[config.mk]
export PLATFORM = sky130hd
export DESIGN_NAME = wdog_keyed
export DESIGN_NICKNAME = d
export VERILOG_FILES = /design/src/rtl/wdog_pkg.sv /design/src/rtl/wdog_seq.sv /design/src/rtl/wdog_datapath.sv /design/src/rtl/wdog_keyed.sv
export SDC_FILE = /design/constraint.sdc
export NUM_CORES = 1
export LEC_CHECK = 0
export BUFFER_PORTS_ARGS = -buffer_cell sky130_fd_sc_hd__buf_4
export CORE_ASPECT_RATIO = 0.6
export CORE_MARGIN = 3
export CORE_UTILIZATION = 60
export DETAILED_ROUTE_END_ITERATION = 8
export PLACE_DENSITY_LB_ADDON = 0.15
export REMOVE_ABC_BUFFERS = 1
export SETUP_SLACK_MARGIN = 0.02
export SKIP_LAST_GASP = 1
export SYNTH_ARGS = -nofsm -noshare
export SYNTH_HDL_FRONTEND = slang
export SYNTH_SLANG_ARGS = --single-unit
[constraint.sdc]
create_clock -name clk -period 4.4 [get_ports clk]
set_input_delay 0.44 -clock clk [delete_from_list [all_inputs] [get_ports clk]]
set_output_delay 0.44 -clock clk [all_outputs]
set_load 0.005 [all_outputs]
[src/rtl/wdog_pkg.sv]
package wdog_pkg;

  localparam logic [7:0] KEY_FIRST  = 8'hA5;
  localparam logic [7:0] KEY_SECOND = 8'h5A;

  localparam logic [1:0] ADDR_CTRL   = 2'd0;
  localparam logic [1:0] ADDR_RELOAD = 2'd1;
  localparam logic [1:0] ADDR_KEY1   = 2'd2;
  localparam logic [1:0] ADDR_KEY2   = 2'd3;

  // Strobes from the sequence checker to the timer datapath
  typedef struct packed {
    logic feedOk;    // valid key pair completed
    logic badSeq;    // sequence fault, fire reset now
    logic ctrlWr;    // stage control register
    logic reloadWr;  // stage reload value
  } wdStrobe_t;

  typedef enum logic [1:0] {
    SEQ_IDLE  = 2'd0,
    SEQ_CFG   = 2'd1,
    SEQ_ARMED = 2'd2
  } seqState_t;

endpackage

[src/rtl/wdog_seq.sv]
module wdog_seq
  import wdog_pkg::*;
(
  input  logic       clk,
  input  logic       rstN,
  input  logic       busWe,
  input  logic [1:0] busAddr,
  input  logic [7:0] busData,
  input  logic       wdReset,
  output wdStrobe_t  strb
);

  seqState_t state, stateNxt;
  logic wrLive, isCfg, isKey1Ok, isKey2Ok;

  always_comb begin
    wrLive   = busWe && !wdReset;
    isCfg    = (busAddr == ADDR_CTRL) || (busAddr == ADDR_RELOAD);
    isKey1Ok = (busAddr == ADDR_KEY1) && (busData == KEY_FIRST);
    isKey2Ok = (busAddr == ADDR_KEY2) && (busData == KEY_SECOND);

    strb     = '0;
    stateNxt = state;

    if (wdReset) begin
      stateNxt = SEQ_IDLE;
    end else if (wrLive) begin
      unique case (state)
        SEQ_IDLE, SEQ_CFG: begin
          if (isCfg) begin
            strb.ctrlWr   = (busAddr == ADDR_CTRL);
            strb.reloadWr = (busAddr == ADDR_RELOAD);
            stateNxt      = SEQ_CFG;
          end else if (isKey1Ok) begin
            stateNxt = SEQ_ARMED;
          end else begin
            strb.badSeq = 1'b1;
            stateNxt    = SEQ_IDLE;
          end
        end
        SEQ_ARMED: begin
          if (isKey2Ok) strb.feedOk = 1'b1;
          else          strb.badSeq = 1'b1;
          stateNxt = SEQ_IDLE;
        end
        default: begin
          strb.badSeq = 1'b1;
          stateNxt    = SEQ_IDLE;
        end
      endcase
    end
  end

  always_ff @(posedge clk or negedge rstN) begin
    if (!rstN) state <= SEQ_IDLE;
    else       state <= stateNxt;
  end

endmodule

[src/rtl/wdog_datapath.sv]
module wdog_datapath
  import wdog_pkg::*;
#(
  parameter int CNT_W     = 8,
  parameter int SEL_W     = 3,
  parameter int PRE_BASE  = 5,
  parameter int PULSE_LEN = 32
) (
  input  logic       clk,
  input  logic       rstN,
  input  logic       wdTick,
  input  wdStrobe_t  strb,
  input  logic [7:0] wrData,
  output logic       wdReset,
  output logic       tripFlag
);

  localparam int SEL_MAX = (1 << SEL_W) - 1;
  localparam int PRE_W   = PRE_BASE + SEL_MAX;
  localparam int PULSE_W = $clog2(PULSE_LEN) + 1;
  localparam logic [PRE_W-1:0] PRE_ONES = '1;

  logic [SEL_W-1:0]   selAct, selStg;
  logic [CNT_W-1:0]   reloadAct, reloadStg;
  logic [PRE_W-1:0]   preCnt, preMask;
  logic [CNT_W-1:0]   toCnt;
  logic [PULSE_W-1:0] pulseCnt;
  logic               step, timeoutHit, fire;

  always_comb begin
    preMask    = PRE_ONES >> (SEL_MAX - int'(selAct));
    step       = wdTick && ((preCnt & preMask) == preMask);
    timeoutHit = !wdReset && !strb.feedOk && step && (toCnt <= CNT_W'(1));
    fire       = strb.badSeq || timeoutHit;
  end

  // Configuration: staged by writes, committed by a feed, rolled back on a trip
  always_ff @(posedge clk or negedge rstN) begin
    if (!rstN) begin
      selAct    <= '1;
      selStg    <= '1;
      reloadAct <= '1;
      reloadStg <= '1;
    end else if (fire) begin
      selStg    <= selAct;
      reloadStg <= reloadAct;
    end else if (strb.feedOk) begin
      selAct    <= selStg;
      reloadAct <= reloadStg;
    end else begin
      if (strb.ctrlWr)   selStg    <= wrData[SEL_W-1:0];
      if (strb.reloadWr) reloadStg <= CNT_W'(wrData);
    end
  end

  // Prescaler and down-counter
  always_ff @(posedge clk or negedge rstN) begin
    if (!rstN) begin
      preCnt <= '0;
      toCnt  <= '1;
    end else if (fire || wdReset) begin
      preCnt <= '0;
      toCnt  <= reloadAct;
    end else if (strb.feedOk) begin
      preCnt <= '0;
      toCnt  <= reloadStg;
    end else if (wdTick) begin
      preCnt <= preCnt + PRE_W'(1);
      if (step) toCnt <= toCnt - CNT_W'(1);
    end
  end

  // Reset pulse of fixed length
  always_ff @(posedge clk or negedge rstN) begin
    if (!rstN) begin
      wdReset  <= 1'b0;
      pulseCnt <= '0;
    end else if (fire) begin
      wdReset  <= 1'b1;
      pulseCnt <= PULSE_W'(PULSE_LEN - 1);
    end else if (wdReset) begin
      if (pulseCnt == '0) wdReset  <= 1'b0;
      else                pulseCnt <= pulseCnt - PULSE_W'(1);
    end
  end

  // Sticky status flag
  always_ff @(posedge clk or negedge rstN) begin
    if (!rstN)                          tripFlag <= 1'b0;
    else if (fire)                      tripFlag <= 1'b1;
    else if (strb.ctrlWr && wrData[7])  tripFlag <= 1'b0;
  end

endmodule

[src/rtl/wdog_keyed.sv]
module wdog_keyed
  import wdog_pkg::*;
#(
  parameter int CNT_W     = 8,
  parameter int SEL_W     = 3,
  parameter int PRE_BASE  = 5,
  parameter int PULSE_LEN = 32
) (
  input  logic       clk,
  input  logic       rstN,
  input  logic       wdTick,
  input  logic       busWe,
  input  logic [1:0] busAddr,
  input  logic [7:0] busData,
  output logic       wdReset,
  output logic       tripFlag
);

  wdStrobe_t strb;

  wdog_seq uSeq (
    .clk     (clk),
    .rstN    (rstN),
    .busWe   (busWe),
    .busAddr (busAddr),
    .busData (busData),
    .wdReset (wdReset),
    .strb    (strb)
  );

  wdog_datapath #(
    .CNT_W     (CNT_W),
    .SEL_W     (SEL_W),
    .PRE_BASE  (PRE_BASE),
    .PULSE_LEN (PULSE_LEN)
  ) uDp (
    .clk      (clk),
    .rstN     (rstN),
    .wdTick   (wdTick),
    .strb     (strb),
    .wrData   (busData),
    .wdReset  (wdReset),
    .tripFlag (tripFlag)
  );

endmodule

==> summary.md <==
| Metric | Value |
|---|---|
| Status | `finished, final reports clean` |
| Vias | `around 2100` |
| Mapped Cells | `287` |
| DR iter-0 viols | `about 200` |
| Share of post-route cells with drive strength above 1 | `23.9%` |
| Vias per std cell | `5.84` |
| Synth async-reset ratio | `100%` |
| Unique masters post-synth | `45` |
| Dpl cells | `353` |
| Post_cts resized | `0` |
| P_int | `0.960 mW` |
| Filler cells | `329` |
| Worst-skew pair later-pin latency | `300 ps` |
| Antenna violations before repair | `0` |
| Slew Limit Headroom | `42.0%` |
| HP Class | `in2async` |
| EDFF count, synth | `0` |
| CTS Buf Count | `5` |
| Most common cell after layout, fill and taps aside | `nand2_1` |
| Top_reg_cell synth | `dfstp_2` |
| Total GRT Usage | `23.8%` |
| CTS max path bufs | `2` |
| Net Sw Frac | `33.2%` |
| Final clock skew | `9.10 ps` |
| Buffers inserted by post-CTS timing repair | `0` |
| Combinational fraction of design power | `32.9%` |
| Required @ worst endpoint | `4640 ps` |
| Die X | `95 um` |
| Rows | `18` |
| Pre-Repair DR Iteration Count | `5` |
| Mean Syn Cell Area | `9.94 um^2` |
| First-pass GRT wire length | `10200 um` |
| Post-DRT Antenna Nets | `0` |
| Number of inserted diodes | `0` |
| Pleak | `about 1.3 nW` |
| Hpwl dp | `4430 um` |
| Finished Layout Cells | `361` |
| Most area-hungry cell type in the Yosys netlist | `dfstp_2` |
| Crit path DAT | `2900 ps` |
| Core footprint | `4350 um^2` |
| Slew Viols, Final | `0` |
| Top cells by area, synth | `dfstp_2, dfrtp_1, nand2_1` |
| Yosys reg bits | `52` |
| MaxCap Viol Count | `0` |
| Root buffer cell | `clkbuf_8` |
| H-Tree Depth | `2` |
| Final RePlAce weighted congestion | `0.816` |
| Clock share of power | `18.4%` |
| TritonCTS clock tree | `built` |
| Synth-to-layout area growth | `7.85%` |
| Sw Pwr | `0.476 mW` |
| Period utilisation layout | `60.6%` |
| WL/cell | `16.2 um` |
| Post-Synthesis Cell Area | `2850 um^2` |
| Max frequency | `around 380 MHz` |
| VDD IR max | `0.319 mV` |
| Fin nets | `319` |
| Crit Path Category | `reg2reg` |
| Sequential fraction of the synthesis area | `47.0%` |
| Crit path max fanout | `17` |
| Final WL | `5850 um` |
| Commonest non-fill, non-tap cells in the layout | `nand2_1, dfstp_2, nor2_1` |
| Fin. Hold Viols | `0` |
| Worst-margin pin slew | `about 860 ps` |
| DIE HEIGHT | `between 50 and 60 um` |
| Drt drc | `0` |
| Post-synth top area share | `~28%` |
| Reg power frac | `48.7%` |
| Starting density of the core | `65.6%` |
| Setup violators final | `0` |
| Tmin final | `2670 ps` |
| Hold_buf cts | `0` |
| # clock sinks | `between 50 and 60` |
| Pin count of the biggest net entering global routing | `53` |
| Unrepaired setup endpoints after global routing | `no` |
| Dpl ws | `about 1600 ps` |
| YS warnings | `0` |
| Setup TNS | `0 ps` |
| CP Launch Type | `flop` |
| Port-buffer cells | `15` |
| Critical Path End Type | `flop` |
| Clk slew on worst S/H paths | `90 ps` |
| Global route overflow | `0` |
| Io pins | `16` |
| Final WS setup | `1730 ps` |
| Die area | `roughly 5600 um^2` |
| Cell Pwr Density | `467 nW/um^2` |
| Vias in the first global route | `2045` |
## sequential cells by signal, summed over array words and instances, names as in the netlist
| signal | count |
|---|---|
| uDp.tripFlag | 1 |
| uDp.toCnt | 8 |
| uDp.pulseCnt | 6 |
| uDp.preCnt | 12 |
| uDp.selAct | 3 |
| uDp.wdReset | 1 |
| uDp.reloadStg | 8 |
| uDp.reloadAct | 8 |
| uSeq.state | 2 |
| uDp.selStg | 3 |
## worst max-delay path: stages, from the launching register on
cell	delay (ps)
dfrtp_1	390
nor4bb_1	580
nand4_1	170
buf_4	220
nand4_4	160
o21a_1	680
mux2_1	390
## synth_stat cells, types with 2 or more instances
| library cell | count |
|---|---|
| a21boi_0 | 3 |
| a21oi_1 | 4 |
| a31oi_1 | 8 |
| and3_1 | 2 |
| and4_1 | 2 |
| and4b_1 | 2 |
| buf_6 | 2 |
| clkbuf_1 | 8 |
| dfrtp_1 | 22 |
| dfstp_2 | 30 |
| ha_1 | 5 |
| inv_1 | 6 |
| mux2_1 | 7 |
| mux2_2 | 11 |
| mux2_4 | 4 |
| mux2i_1 | 2 |
| nand2_1 | 49 |
| nand2b_1 | 5 |
| nand3_1 | 15 |
| nand4_1 | 4 |
| nor2_1 | 29 |
| nor3_1 | 4 |
| nor3b_1 | 2 |
| nor4_1 | 3 |
| nor4bb_1 | 2 |
| o21ai_0 | 15 |
| o21ai_1 | 2 |
| or3_1 | 2 |
| xnor2_1 | 11 |
| xor2_1 | 11 |
## layer usage
| layer | track usage, % | routed length, um |
|---|---|---|
| met4 | 3.29 | 8 |
| met3 | 5.08 | 328 |
| met5 | 0 | 0 |
| met1 | 38.5 | 3110 |
| met2 | 33.2 | 2410 |
## metrics by stage
| step | utilization (%) | instance area (um^2) | power (mW) | hold slack, ps |
|---|---|---|---|---|
| 2_1_floorplan | - | 2800 | 1.05 | 144 |
| 3_3_place_gp | 68.9 | 2990 | 1.16 | 446 |
| 3_5_place_dp | 68.9 | 2990 | 1.18 | 453 |
| 4_1_cts | 70.8 | 3080 | 1.44 | 181 |
| 5_1_grt | 70.8 | 3080 | 1.53 | 190 |
| 6_report | 70.8 | 3080 | 1.44 | 151 |
## kinds of logic after synthesis
kind of cell / count (synthesis) / synth area share (%)
AOI/OAI and AO/OA: 40 / 8.86
xor gates and xnor gates: 22 / 6.76
adders and majority gates: 5 / 2.19
buffers and inverters: 16 / 2.63
DFF: 52 / 47.0
muxes: 24 / 9.92
and+or+nand+nor: 128 / 22.7
## layout make-up
cell class              instances  area [um^2]  area share [%]
inverters                       6         22.5           0.732
clock inverters                 1         5.00           0.163
flip-flops and latches         52         1340            43.5
multi-input cells             219         1440            46.7
repair buffers                 16          120            3.91
clock buffers                   7         76.3            2.48
well taps                      60         75.1            2.44
## worst paths after layout
path	from	endpoint	slack [ps]	cells after the start
worst min register to register	uDp.selStg[0]$_DFFE_PN1P_	uDp.selAct[0]$_DFFE_PN1P_	460	2
worst max register to register	uSeq.state[0]$_DFFE_PN0P_	uDp.reloadStg[1]$_DFFE_PN1P_	1730	6
worst max-delay path	uSeq.state[0]$_DFFE_PN0P_	uDp.reloadStg[1]$_DFFE_PN1P_	1730	6
min in group clk	wdTick	uDp.preCnt[0]$_DFFE_PN0P_	440	3
worst min-delay path	rstN	uDp.preCnt[0]$_DFFE_PN0P_	150	1
max in group asynchronous	rstN	uSeq.state[1]$_DFFE_PN0P_	3830	1
## power groups by stage
stage / clock network, mW / registers [mW] / logic, mW
detailed placement: 0 / 0.707 / 0.470
global placement: 0 / 0.703 / 0.456
floorplan: 0 / 0.684 / 0.362
finish: 0.264 / 0.700 / 0.473
CTS: 0.264 / 0.700 / 0.475
global route: 0.284 / 0.716 / 0.534
(Power assumes the default switching activity.)
